[config.mk]
export PLATFORM = sky130hd
export DESIGN_NAME = eic_top
export DESIGN_NICKNAME = d
export VERILOG_FILES = /design/src/rtl/eic_pkg.sv /design/src/rtl/eic_sync.sv /design/src/rtl/eic_filter.sv /design/src/rtl/eic_irq_lane.sv /design/src/rtl/eic_irl_path.sv /design/src/rtl/eic_nmi_det.sv /design/src/rtl/eic_top.sv
export SDC_FILE = /design/constraint.sdc
export NUM_CORES = 1
export LEC_CHECK = 0
export ABC_AREA = 1
export BUFFER_PORTS_ARGS = -buffer_cell sky130_fd_sc_hd__buf_2
export CAP_MARGIN = 5
export CORE_MARGIN = 2
export CORE_UTILIZATION = 36
export CTS_BUF_LIST = sky130_fd_sc_hd__clkbuf_4
export CTS_CLUSTER_SIZE = 8
export DETAILED_ROUTE_END_ITERATION = 12
export PLACE_DENSITY_LB_ADDON = 0.15
export SLEW_MARGIN = 40
export SYNTH_ARGS = -nofsm -noshare
export SYNTH_HDL_FRONTEND = slang
export SYNTH_HIERARCHICAL = 1
export SYNTH_SLANG_ARGS = --single-unit
[constraint.sdc]
create_clock -name clk -period 1.8 [get_ports clk]
set_input_delay 0.36 -clock clk [delete_from_list [all_inputs] [get_ports clk]]
set_output_delay 0.36 -clock clk [all_outputs]
set_load 0.05 [all_outputs]
[src/rtl/eic_pkg.sv]
package eic_pkg;
  // Use of a pin group
  typedef enum logic {
    SRC_LVL = 1'b0,   // group feeds encoded priority level
    SRC_REQ = 1'b1    // group feeds individual request lines
  } grp_src_e;

  localparam int DEF_STABLE = 3;   // samples a new value must persist
  localparam int SYNC_DEPTH = 2;   // synchronizer flops
endpackage

[src/rtl/eic_sync.sv]
module eic_sync #(
  parameter int W = 1,
  parameter int DEPTH = 2,
  parameter logic [W-1:0] RST_VAL = '1
) (
  input  logic         clk,
  input  logic         rst_n,
  input  logic [W-1:0] d,
  output logic [W-1:0] q
);
  logic [W-1:0] stage [DEPTH];

  always_ff @(posedge clk or negedge rst_n) begin
    if (!rst_n) begin
      for (int k = 0; k < DEPTH; k++) stage[k] <= RST_VAL;
    end else begin
      stage[0] <= d;
      for (int k = 1; k < DEPTH; k++) stage[k] <= stage[k-1];
    end
  end

  assign q = stage[DEPTH-1];
endmodule

[src/rtl/eic_filter.sv]
// Noise canceller: output moves to a new value once that value has been
// seen for STABLE consecutive clocks (STABLE >= 2).
module eic_filter #(
  parameter int W = 1,
  parameter int STABLE = 3,
  parameter logic [W-1:0] RST_VAL = '1
) (
  input  logic         clk,
  input  logic         rst_n,
  input  logic [W-1:0] d,
  output logic [W-1:0] q
);
  localparam int CW = $clog2(STABLE + 1);
  localparam logic [CW-1:0] LAST = CW'(STABLE - 1);
  localparam logic [CW-1:0] ONE  = CW'(1);

  logic [W-1:0]  q_r;
  logic [W-1:0]  cand;
  logic [CW-1:0] run;

  always_ff @(posedge clk or negedge rst_n) begin
    if (!rst_n) begin
      q_r  <= RST_VAL;
      cand <= RST_VAL;
      run  <= '0;
    end else if (d == q_r) begin
      run <= '0;
    end else if (run != '0 && d == cand) begin
      if (run == LAST) begin
        q_r <= d;
        run <= '0;
      end else begin
        run <= run + ONE;
      end
    end else begin
      cand <= d;
      run  <= ONE;
    end
  end

  assign q = q_r;
endmodule

[src/rtl/eic_irq_lane.sv]
module eic_irq_lane #(
  parameter int STABLE = 3
) (
  input  logic clk,
  input  logic rst_n,
  input  logic raw_n,      // synchronized, gated, active low
  input  logic edge_mode,
  input  logic hold_off,
  input  logic clr,
  output logic pend_o
);
  logic filt_n;
  logic prev_n;
  logic pend;
  logic fall;

  eic_filter #(.W(1), .STABLE(STABLE), .RST_VAL(1'b1)) u_flt (
    .clk  (clk),
    .rst_n(rst_n),
    .d    (raw_n),
    .q    (filt_n)
  );

  assign fall = prev_n & ~raw_n;

  always_ff @(posedge clk or negedge rst_n) begin
    if (!rst_n) begin
      prev_n <= 1'b1;
      pend   <= 1'b0;
    end else begin
      prev_n <= raw_n;
      if (edge_mode) begin
        if (fall)     pend <= 1'b1;
        else if (clr) pend <= 1'b0;
      end else if (hold_off) begin
        pend <= 1'b0;
      end else if (!filt_n) begin
        pend <= 1'b1;
      end else if (clr) begin
        pend <= 1'b0;
      end
    end
  end

  assign pend_o = (edge_mode || !hold_off) ? pend : ~filt_n;
endmodule

[src/rtl/eic_irl_path.sv]
module eic_irl_path #(
  parameter int W = 4,
  parameter int STABLE = 3
) (
  input  logic         clk,
  input  logic         rst_n,
  input  logic [W-1:0] code_n,   // synchronized, gated pin code
  input  logic         hold_off,
  input  logic         mask,
  input  logic         clr,
  output logic [W-1:0] filt_o,
  output logic [W-1:0] level_o
);
  logic [W-1:0] filt;
  logic [W-1:0] lvl;
  logic [W-1:0] held;

  eic_filter #(.W(W), .STABLE(STABLE), .RST_VAL({W{1'b1}})) u_flt (
    .clk  (clk),
    .rst_n(rst_n),
    .d    (code_n),
    .q    (filt)
  );

  assign lvl = ~filt;

  always_ff @(posedge clk or negedge rst_n) begin
    if (!rst_n)                              held <= '0;
    else if (hold_off)                       held <= '0;
    else if (clr)                            held <= '0;
    else if (held == '0 && lvl != '0 && !mask) held <= lvl;
  end

  assign filt_o  = filt;
  assign level_o = hold_off ? (mask ? '0 : lvl) : held;
endmodule

[src/rtl/eic_nmi_det.sv]
module eic_nmi_det (
  input  logic clk,
  input  logic rst_n,
  input  logic pin_s_n,
  input  logic ack,
  output logic req
);
  logic prev_n;

  always_ff @(posedge clk or negedge rst_n) begin
    if (!rst_n) begin
      prev_n <= 1'b1;
      req    <= 1'b0;
    end else begin
      prev_n <= pin_s_n;
      if (prev_n && !pin_s_n) req <= 1'b1;
      else if (ack)           req <= 1'b0;
    end
  end
endmodule

[src/rtl/eic_top.sv]
module eic_top
  import eic_pkg::*;
#(
  parameter int PINS   = 8,
  parameter int GRP    = 4,
  parameter int STABLE = DEF_STABLE
) (
  input  logic                    clk,
  input  logic                    rst_n,
  input  logic [PINS-1:0]         pin_n,
  input  logic                    nmi_n,
  input  logic [PINS/GRP-1:0]     grp_irq_mode,
  input  logic [PINS-1:0]         irq_edge,
  input  logic                    hold_off,
  input  logic [PINS/GRP-1:0]     irl_mask,
  input  logic                    clr_we,
  input  logic [PINS+PINS/GRP-1:0] clr_bits,
  input  logic                    nmi_ack,
  output logic [PINS-1:0]         irq_pend,
  output logic [PINS-1:0]         irl_level,
  output logic                    nmi_req
);
  localparam int NGRP = PINS / GRP;
  localparam int SW   = PINS + 1;

  logic [SW-1:0]   sync_q;
  logic [PINS-1:0] pin_s;
  logic            nmi_s;
  logic [PINS-1:0] irq_src;
  logic [PINS-1:0] irl_src;
  logic [PINS-1:0] irl_filt;
  logic [PINS-1:0] clr_req;
  logic [NGRP-1:0] clr_lvl;

  eic_sync #(.W(SW), .DEPTH(SYNC_DEPTH), .RST_VAL({SW{1'b1}})) u_sync (
    .clk  (clk),
    .rst_n(rst_n),
    .d    ({nmi_n, pin_n}),
    .q    (sync_q)
  );

  assign pin_s   = sync_q[PINS-1:0];
  assign nmi_s   = sync_q[PINS];
  assign clr_req = clr_we ? clr_bits[PINS-1:0] : '0;
  assign clr_lvl = clr_we ? clr_bits[PINS+NGRP-1:PINS] : '0;

  // Path gating: the unused use of a group sees idle (all ones) input
  for (genvar g = 0; g < NGRP; g++) begin : g_grp
    logic use_req;
    assign use_req = (grp_src_e'(grp_irq_mode[g]) == SRC_REQ);
    assign irq_src[g*GRP +: GRP] = use_req ? pin_s[g*GRP +: GRP] : {GRP{1'b1}};
    assign irl_src[g*GRP +: GRP] = use_req ? {GRP{1'b1}} : pin_s[g*GRP +: GRP];

    eic_irl_path #(.W(GRP), .STABLE(STABLE)) u_irl (
      .clk     (clk),
      .rst_n   (rst_n),
      .code_n  (irl_src[g*GRP +: GRP]),
      .hold_off(hold_off),
      .mask    (irl_mask[g]),
      .clr     (clr_lvl[g]),
      .filt_o  (irl_filt[g*GRP +: GRP]),
      .level_o (irl_level[g*GRP +: GRP])
    );
  end

  for (genvar i = 0; i < PINS; i++) begin : g_line
    eic_irq_lane #(.STABLE(STABLE)) u_lane (
      .clk      (clk),
      .rst_n    (rst_n),
      .raw_n    (irq_src[i]),
      .edge_mode(irq_edge[i]),
      .hold_off (hold_off),
      .clr      (clr_req[i]),
      .pend_o   (irq_pend[i])
    );
  end

  eic_nmi_det u_nmi (
    .clk    (clk),
    .rst_n  (rst_n),
    .pin_s_n(nmi_s),
    .ack    (nmi_ack),
    .req    (nmi_req)
  );
endmodule

Yosys cells after proc, flatten, opt, wreduce, memory -nomap -nowiden
Cells that the tools add are included.
Operators by class
  $add $sub $neg: 10
  eq/ne operators: 30
  reductions and logical operators: 64
  bitwise logic cells: 46
  muxes and demuxes: 96
Operator list (number)
  $mux 2: 31
  $mux 4: 14
  $mux 1: 50
  $not 1->1: 36
  $reduce_and 3->1: 10
  $reduce_bool 2->1: 11
  $add 2x1->2 const B: 10
  $eq 2x2->1 const B: 10
  $reduce_and 2->1: 10
  $eq 1x1->1: 16
  $eq 4x4->1: 4
  $logic_and 1x1->1: 15
  $and 1x1->1: 8
  $logic_not 4->1: 2
  $logic_or 1x1->1: 8
  $mux 8: 1
  $not 4->4: 2
  $reduce_bool 4->1: 2
  $reduce_bool 3->1: 2
  $logic_not 1->1: 4
Storage, ports and cells
  register bits after elaboration: 96
  input bits: 36
  logic and storage cells: 298
  output and inout port bits: 17

Longest topological paths before layout
Gate-level depths: netlist of run 1.
  depth in word-level cells: 7
  mapped depth: 12
  mapped depth without buffers: 11

Modules after synthesis
Netlist of run 1, hierarchy kept.
By module, submodules not included
  eic_filter at g_line[0].u_lane.u_flt ...: area each 203.9 um^2, sequential area each 102.6 um^2, times used 6, cells each 27
  eic_filter at g_grp[0].u_irl.u_flt ...: area each 601.8 um^2, sequential area each 260.2 um^2, times used 2, cells each 75
  eic_irq_lane: area each 103.8 um^2, sequential area each 51.3 um^2, times used 8, cells each 14
  eic_sync: area each 540.5 um^2, sequential area each 473.0 um^2, times used 1, cells each 27
  eic_filter at g_line[6].u_lane.u_flt ...: area each 209.0 um^2, sequential area each 102.6 um^2, times used 2, cells each 28
  eic_irl_path at g_grp[0].u_irl: area each 257.7 um^2, sequential area each 100.1 um^2, times used 1, cells each 37
  eic_irl_path at g_grp[1].u_irl: area each 226.5 um^2, sequential area each 100.1 um^2, times used 1, cells each 29
  eic_top: area each 183.9 um^2, sequential area each 0.0 um^2, times used 1, cells each 47
  eic_nmi_det: area each 70.1 um^2, sequential area each 51.3 um^2, times used 1, cells each 7

Worst setup path before layout of run 1
No wires, ideal clock.
  kind: input -> output
  start point: input irl_mask[0]
  end point: output irl_level[0]
  path slack: 173 ps
  stages on the path: 3
  arrival: 1267 ps
  buffers on the path: 0
  data required time: 1440 ps
  cells stage by stage: inv_1 -> nand2_1 -> o22ai_1
Between the ends
  cells in the longest elaborated chain, start to end: 2
RTL lines
  start, declared: RTL line eic_top.sv:15  | input logic [PINS/GRP-1:0] irl_mask,
  $mux 4 (2 in series): RTL line eic_irl_path.sv:35  | assign level_o = hold_off ? (mask ? '0 : lvl) : held;
  end, declared: RTL line eic_top.sv:20  | output logic [PINS-1:0] irl_level,
Every way passes these cells.

Worst setup path after layout of run 1
  start point: register g_grp[0].u_irl.u_flt.q_r[0]
  end point: output irl_level[0]
Between the ends
  cells in the longest elaborated chain, start to end: 3
RTL lines
  start, declared: RTL line eic_filter.sv:17  | logic [W-1:0] q_r;
  start signal, assigned: RTL line eic_filter.sv:23  | q_r <= RST_VAL;
  start signal, assigned: RTL line eic_filter.sv:30  | q_r <= d;
  $not 4->4: RTL line eic_irl_path.sv:25  | assign lvl = ~filt;
  $mux 4 (2 in series): RTL line eic_irl_path.sv:35
Every way passes these cells.

==> flow_metrics.tcl, run 1 <==
set metrics [dict create \
    synth_nets 663 \
    cts_tree "done" \
    antenna_found_initial 0 \
    p_clk_frac 0.152 \
    combPwrFrac 0.345 \
    r2r_start "u_sync/q[0]" \
    ys_warn_count 6 \
    fin_nets 735 \
    p_sw_uw 2588 \
    p_seq_frac 0.504 \
    ctsRootBufferMaster "clkbuf_4" \
    avgSynthCellArea_um2 7.902 \
    switching_share 0.3950 \
    setup_viol 0 \
    area_growth_pct 14.27 \
    netlist_top_cells_area "dfstp_2 31%, dfrtp_1 19%, nand2_1 16%, inv_1 7.9%, nand2_2 3.5%" \
    grt_pass1_vias 3681 \
    grt_max_degree 34 \
    netlist_area_mm2 0.004955 \
    cpMaxStageDelayCell "dfstp_2" \
    synth_top_area_frac 0.3129 \
    die_area_mm2 0.01472 \
    p_leak_uw 0.003062 \
    ys_ff_latch 96 \
    post-route-util 0.4242 \
    wl_per_cell_um 10.57 \
    cp-endpoint "irl_level[0]" \
    required_ns 1.44 \
    ant_nets 0 \
    grt_pass1_wl_um 16310 \
    reg2reg_to "g_grp[0].u_irl/u_flt/q[3]" \
    reg2reg_depth 8 \
    cp-startpoint "g_grp[0].u_irl/u_flt/q[0]" \
    syn_inst 627 \
    clk_pin_slew_ns 0.14 \
    path_buf_inv 1 \
    initialDrtViolationCount 177 \
    intPower_uw 3964 \
    setup.worst_path.start_class "flip-flop" \
    dr.pass1.iters 4 \
    fmaxAchievable_ghz 0.5826 \
    worstPathCellList "o22ai_1 > buf_2" \
    path_depth 2 \
    numCtsBuffers 9 \
    r2r_slack_ns 0.20 \
    hold_viol_final 0 \
    ctsHtreeMaxLevel 3 \
    peakVddDrop_v 0.0004817 \
    period_minus_slack_ns 1.716 \
    period_share 0.9536 \
    coreArea_mm2 0.01335 \
    io_buffers 52 \
    place.gp.congestion 0.7693 \
    path_class "reg2out" \
    overflow 0 \
    min_path_type "in2reg" \
    die_w_um 121.3 \
    clock_latency_ns 0.45 \
    drt-total-wl_um 9298 \
    yosys.area.top_type "dfstp_2" \
    worstPathArrival_ns 1.36 \
    fin_tns_setup_ns 0 \
    num_rows 42 \
    hpwl_um 6950 \
    outcome "finished, final reports clean" \
    start_util 0.3712 \
    slew_violations 0 \
    antennaDiodeCount 0 \
    drive_gt1_frac 0.3224 \
    drcViolationCount 0 \
    cap_violations 0 \
    crit_family "flip-flops" \
    grt_setup_unrepaired "no" \
    crit_fanout 5 \
    cts_sinks 96 \
    ioPinCount 53 \
    max_stage_delay_ns 0.60 \
    die_y_um 121.3 \
    finClkSkew_ns 0.01282 \
    critPathCaptureType "primary output" \
    track_usage 0.1399 \
    p_per_area_mw_per_mm2 1157 \
    clk_path_buf_depth 2 \
    vias 3821 \
    synth-seq-area-share 0.4997 \
    synth_cell_types 24 \
    max_slew.worst_pin.slew_ns 0.3445 \
    slew_headroom 0.7695 \
    viasPerCell 4.342 \
]
## power groups by stage
stage                     Combinational, µW  Sequential [µW]  Clock [µW]
after floorplan                        1810             3260           0
after global placement                 2140             3330           0
after detailed placement               2200             3360           0
after CTS                              2230             3320        1080
after global routing                   2600             3390        1160
final                                  2260             3300         995
## synthesized netlist by cell type (all sizes together)
| cell type | instances |
|---|---|
| dfstp | 59 |
| nand2 | 235 |
| nand3 | 41 |
| nand4 | 17 |
| nand3b | 8 |
| o21ai | 18 |
| xor2 | 6 |
| buf | 12 |
| nor2 | 45 |
| or2 | 1 |
| inv | 136 |
| o22ai | 8 |
| dfrtp | 37 |
| a21oi | 4 |
## sequential cells by signal (all words and copies together) (netlist names)
| signal | count |
|---|---|
| g_line.u_lane/pend | 8 |
| g_grp.u_irl/held | 8 |
| g_line.u_lane/u_flt/run | 16 |
| g_grp.u_irl/u_flt/q | 8 |
| u_sync/q | 9 |
| g_grp.u_irl/u_flt/cand | 8 |
| g_line.u_lane/u_flt/q | 8 |
| u_sync/stage | 9 |
| u_nmi/prev_n | 1 |
| g_line.u_lane/u_flt/cand | 8 |
| g_line.u_lane/prev_n | 8 |
| u_nmi/req | 1 |
| g_grp.u_irl/u_flt/run | 4 |
## cells by family (layout without fill, tap and decap cells)
logic type,Yosys count,in the layout,share of synthesized area
xor+xnor,6,6,0.01061
flops,96,96,0.4997
compound gates,30,30,0.03384
simple gates,347,347,0.3313
buf+inv,148,225,0.1245
## routing by layer
metal	share of wire	global-route usage	vias to the layer above
li1	-	-	2024
met1	0.49	0.1790	1724
met2	0.46	0.2303	59
met3	0.034	0.02726	14
met4	0.019	0.06106	0
met5	0	0	-
## worst min-delay path: cells and delay by family
kind                   cells  cell delay [ns]
buffers and inverters      2             0.10
AND/OR/NAND/NOR            2             0.09
## worst min path at each step
stage,start,to,slack (ns),depth (start not counted)
after floorplan,rst_n,g_grp[0].u_irl/held[0],0.06,0
after global placement,rst_n,g_line[6].u_lane/u_flt/run[0],0.25,1
after detailed placement,rst_n,g_line[6].u_lane/u_flt/run[1],0.24,1
after CTS,nmi_ack,u_nmi/req,0.07,4
after global routing,nmi_ack,u_nmi/req,0.10,4
final,nmi_ack,u_nmi/req,0.12,4
## layout by cell type (no fill, tap or decap), types with 2 or more instances in the layout
cell,n
a21oi_1,4
buf_12,2
buf_2,48
buf_4,11
clkbuf_4,12
clkinv_2,3
dfrtp_1,37
dfstp_2,59
dlygate4sd3_1,10
inv_1,104
inv_2,30
inv_4,2
nand2_1,205
nand2_2,28
nand2_4,2
nand3_1,29
nand3_2,12
nand3b_1,8
nand4_1,17
nor2_1,32
nor2_2,10
nor2_8,2
o21ai_1,16
o21ai_2,2
o22ai_1,8
xor2_1,6
## per-stage QoR
stage | area [µm²] | hold WS [ns] | setup slack (ns) | cells | total power [µW]
after floorplan | 4955 | 0.06441 | 0.1734 | 627 | 5068
after global placement | 5414 | 0.2465 | 0.09520 | 850 | 5472
after detailed placement | 5414 | 0.2437 | 0.09010 | 850 | 5564
after CTS | 5624 | 0.06701 | 0.02500 | 876 | 6634
after global routing | 5662 | 0.1019 | 0.003979 | 880 | 7147
final | 5662 | 0.1212 | 0.08360 | 880 | 6552
## timing repair
| action | in CTS | in global routing |
|---|---|---|
| hold buffers | 10 | 0 |
| endpoints found under the setup margin | 0 | 4 |
| endpoints found under the hold margin | 32 | 0 |
| gates resized for setup | 0 | 4 |
| setup buffers | 0 | 4 |
## cell type report
cell class	instances	area, µm²
Fill cell	1383	7686
Tap cell	176	220.2
Inverter	136	515.5
Clock buffer	10	75.07
Sequential cell	96	2476
Multi-Input combinational cell	383	1862
Clock inverter	6	35.03
Timing Repair Buffer	73	478.0
Power figures use the tool's default switching activity.
==> run 2: changes to the inputs <==
Settings changed: CTS_BUF_LIST sky130_fd_sc_hd__clkbuf_4 to sky130_fd_sc_hd__clkbuf_8, CTS_CLUSTER_SIZE 8 to 40, REMOVE_ABC_BUFFERS from default to 1.
==> flow_metrics.tcl, run 2 (same netlist as run 1, synthesis figures left out) <==
set metrics [dict create \
    r2r_start "u_sync/q[3]" \
    period_minus_slack_ns 1.634 \
    overflow 0 \
    grt_use_met2 0.2331 \
    cts_tree "done" \
    cpMaxStageDelayCell "dfstp_2" \
    dr.pass1.iters 4 \
    place_ws_ns 0.2466 \
    p_leak_uw 0.003040 \
    critPathCaptureType "primary output" \
    whs_ns 0.08204 \
    cp-startpoint "g_grp[0].u_irl/u_flt/q[3]" \
    track_usage 0.1416 \
    clock_latency_ns 0.37 \
    top_register "g_line.u_lane/u_flt/run" \
    ctsRootBufferMaster "clkbuf_8" \
    hold_viol_final 0 \
    setup.worst_path.start_class "flip-flop" \
    dp.cells 847 \
    largest_reg_flops 16 \
    fin_tns_setup_ns 0 \
    wl_per_cell_um 10.86 \
    fmaxAchievable_ghz 0.6121 \
    reg2reg_depth 8 \
    worstPathCellList "o22ai_1 > buf_2" \
    peakVddDrop_v 0.0004491 \
    grt_use_met1 0.1794 \
    antennaDiodeCount 0 \
    instances_no_fill 864 \
    post_cts_buffers 0 \
    io_buffers 52 \
    max_stage_delay_ns 0.59 \
    vias 3789 \
    crit_fanout 5 \
    slew_headroom 0.7687 \
    globalRoute.busiestLayer "met2" \
    outcome "finished, final reports clean" \
    fin_nets 719 \
    path_buf_inv 1 \
    p_per_area_mw_per_mm2 1225 \
    path_depth 2 \
    hpwl_um 6854 \
    ioPinCount 53 \
    area_growth_pct 12.83 \
    coreArea_mm2 0.01335 \
    final_cell_mix "205 x nand2_1, 110 x inv_1, 59 x dfstp_2, 51 x buf_2, 37 x dfrtp_1" \
    num_rows 42 \
    finClkSkew_ns 0.01118 \
    max_slew.worst_pin.slew_ns 0.3457 \
    numCtsBuffers 9 \
    viasPerCell 4.385 \
    grt_pass1_wl_um 16360 \
    drcViolationCount 0 \
    initialDrtViolationCount 190 \
    grt_setup_unrepaired "no" \
    slew_violations 0 \
    use_met3 0.02820 \
    min_path_type "in2reg" \
    drive_gt1_frac 0.3125 \
    crit_family "flip-flops" \
    cts_sinks 96 \
    drt-total-wl_um 9383 \
    n_fill_cell 1356 \
    reg2reg_to "g_grp[0].u_irl/u_flt/q[0]" \
    grt_pass1_vias 3704 \
    antenna_found_initial 0 \
    clk_pin_slew_ns 0.09 \
    ant_nets 0 \
    period_share 0.9076 \
    path_class "reg2out" \
    layout_commonest_cell "nand2_1" \
    clk_path_buf_depth 2 \
    worst_slack_ns 0.1663 \
    grt_max_degree 36 \
    die_w_um 121.3 \
    start_util 0.3712 \
    die_area_mm2 0.01472 \
    ctsHtreeMaxLevel 3 \
    setup_viol 0 \
    worstPathArrival_ns 1.27 \
    cap_violations 0 \
    cp-endpoint "irl_level[3]" \
    required_ns 1.44 \
    place.gp.congestion 0.7561 \
    die_y_um 121.3 \
    r2r_slack_ns 0.25 \
]
[run 2: worst min path at each step]
stage | start | to | slack, ns | depth (start not counted)
after floorplan | rst_n | g_grp[0].u_irl/held[0] | 0.06 | 0
after CTS | pin_n[7] | u_sync/stage[16] | 0.05 | 1
final | pin_n[7] | u_sync/stage[16] | 0.08 | 1
after global placement | rst_n | g_line[6].u_lane/pend | 0.30 | 1
after global routing | pin_n[3] | u_sync/stage[12] | 0.05 | 1
after detailed placement | rst_n | g_line[6].u_lane/u_flt/run[1] | 0.29 | 1
[run 2: per-stage QoR]
stage / total power (µW) / util / cell area (µm²)
2_1_floorplan: 5047 / - / 4853
3_3_place_gp: 5496 / 0.4049 / 5404
3_5_place_dp: 5568 / 0.4049 / 5404
4_1_cts: 6966 / 0.4188 / 5590
5_1_grt: 7463 / 0.4188 / 5590
6_report: 6848 / 0.4188 / 5590
[run 2: report_power, final]
group          total (µW)  internal, µW  switching (µW)
logic                2190           737            1450
registers            3320          2890             431
clock network        1340           615             721
total                6850          4240            2610
[run 2: timing repair]
item / in CTS / in global routing
gates resized for setup: 0 / 0
hold buffers: 1 / 0
endpoints found under the hold margin: 7 / 0
[run 2: area by class of cell]
type | count | area (µm²) | area share
multi-input combinational | 383 | 1862 | 0.3330
tap | 176 | 220.2 | 0.03939
clock inverter | 7 | 52.55 | 0.009400
clock buffer | 9 | 123.9 | 0.02216
sequential | 96 | 2476 | 0.4429
timing repair buffer | 57 | 340.3 | 0.06088
inverter | 136 | 515.5 | 0.09221
[run 2: layer usage]
layer	vias up	wire length (µm)
li1	1984	-
met1	1741	4564
met2	53	4317
met3	11	326
met4	0	175
met5	-	0
==> run 3: changes to the inputs <==
Clock period 1.8 ns to 1.76 ns, I/O delays scaled along.
==> flow_metrics.tcl, run 3 (same netlist as run 1, synthesis figures left out) <==
set metrics [dict create \
    finClkSkew_ns 0.008645 \
    cts_sinks 96 \
    hold_viol_final 0 \
    worstPathArrival_ns 1.27 \
    num_rows 42 \
    ctsRootBufferMaster "clkbuf_8" \
    ioPinCount 53 \
    final_cell_mix "205 x nand2_1, 105 x inv_1, 59 x dfstp_2, 51 x buf_2, 37 x dfrtp_1" \
    track_usage 0.1408 \
    layout_commonest_cell "nand2_1" \
    place.gp.congestion 0.7490 \
    dr.pass1.iters 6 \
    max_slew.worst_pin.slew_ns 0.4902 \
    antenna_found_initial 0 \
    period_share 0.9193 \
    fin_nets 716 \
    ctsHtreeMaxLevel 3 \
    ant_nets 0 \
    viasPerCell 4.321 \
    r2r_start "u_sync/q[5]" \
    reg2reg_to "g_grp[1].u_irl/u_flt/q[0]" \
    critPathCaptureType "primary output" \
    instances_no_fill 861 \
    n_fill_cell 1368 \
    cts_repair_resize_count 0 \
    post_cts_buffers 0 \
    path_class "reg2out" \
    drt-total-wl_um 9146 \
    hpwl_um 6607 \
    slew_headroom 0.6732 \
    period_minus_slack_ns 1.618 \
    wl_per_cell_um 10.62 \
    grt_pass1_wl_um 16350 \
    fmaxAchievable_ghz 0.6180 \
    numCtsBuffers 9 \
    p_per_area_mw_per_mm2 1271 \
    area_growth_pct 12.70 \
    required_ns 1.41 \
    drcViolationCount 0 \
    clk_path_buf_depth 2 \
    cp-startpoint "g_grp[1].u_irl/u_flt/q[0]" \
    die_y_um 121.3 \
    grt_max_degree 97 \
    dpl_cell_area_mm2 0.005376 \
    seqCellArea_mm2 0.002476 \
    crit_fanout 4 \
    dp.cells 845 \
    p_leak_uw 0.003009 \
    grt_pass1_vias 3675 \
    vias 3720 \
    slew_violations 0 \
    setup.worst_path.start_class "flip-flop" \
    setup_viol 0 \
    clk_pin_slew_ns 0.09 \
    die_area_mm2 0.01472 \
    die_w_um 121.3 \
    outcome "finished, final reports clean" \
    reg2reg_depth 10 \
    largest_reg_flops 16 \
    cap_violations 0 \
    clock_latency_ns 0.37 \
    cts_tree "done" \
    ctsHoldBuffers 0 \
    fin_tns_setup_ns 0 \
    drive_gt1_frac 0.3182 \
    peakVddDrop_v 0.0004901 \
    io_buffers 52 \
    cp-endpoint "irl_level[4]" \
    antennaDiodeCount 0 \
    grt_setup_unrepaired "no" \
    top_register "g_line.u_lane/u_flt/run" \
    multi_input_area_mm2 0.001862 \
    start_util 0.3712 \
    min_path_type "in2async" \
    r2r_slack_ns 0.20 \
    overflow 0 \
    initialDrtViolationCount 136 \
    coreArea_mm2 0.01335 \
    stdcell_area_mm2 0.005584 \
]
## run 3: cell types whose count changed in the layout (fill, tap and decap cells not counted)
cell,change
inv_1,-5
buf_12,-1
clkinvlp_4,+3
buf_4,-1
clkbuf_8,+2
dlygate4sd3_1,-1
## run 3: through the flow
step | worst slack [ns] | power (µW) | hold slack (ns) | util
after floorplan | 0.1494 | 5162 | 0.05641 | -
after global placement | 0.2299 | 5609 | 0.3461 | 0.4028
after detailed placement | 0.2004 | 5682 | 0.3478 | 0.4028
after CTS | 0.09479 | 7242 | 0.02646 | 0.4184
after global routing | 0.02330 | 7734 | 0.02739 | 0.4184
final | 0.1420 | 7098 | 0.03079 | 0.4184
## run 3: worst min-delay path by stage
stage / start / to / slack, ns / depth (start not counted)
finish: rst_n / g_line[6].u_lane/u_flt/run[1] / 0.03 / 2
global route: pin_n[6] / u_sync/stage[15] / 0.03 / 1
CTS: rst_n / g_line[5].u_lane/pend / 0.03 / 2
detailed placement: u_sync/stage[17] / u_sync/q[8] / 0.35 / 0
global placement: u_sync/stage[17] / u_sync/q[8] / 0.35 / 0
floorplan: rst_n / g_grp[0].u_irl/held[0] / 0.06 / 0
## run 3: report_power, final
part	switching [µW]	internal (µW)	leakage [µW]
registers	440	2960	0.00108
logic	1470	746	0.00183
clock network	755	729	0.0000990
## run 3: routing by layer
layer	global-route usage	up-vias	routed length (µm)
met1	0.1715	1687	4247
met5	0	-	0
met3	0.04746	5	417
met4	0.03664	0	78
li1	-	1981	-
met2	0.2388	47	4403
## run 3: layout make-up
cell class	count	share of cell area
Clock inverter	5	0.01008
Timing Repair Buffer	54	0.05422
Multi-Input combinational cell	383	0.3334
Clock buffer	11	0.02711
Sequential cell	96	0.4434
Tap cell	176	0.03944
Inverter	136	0.09231
## run 3: critical path, cell delays in order (launching register included)
cell	delay (ns)
dfstp_2	0.59
o22ai_1	0.09
buf_2	0.21
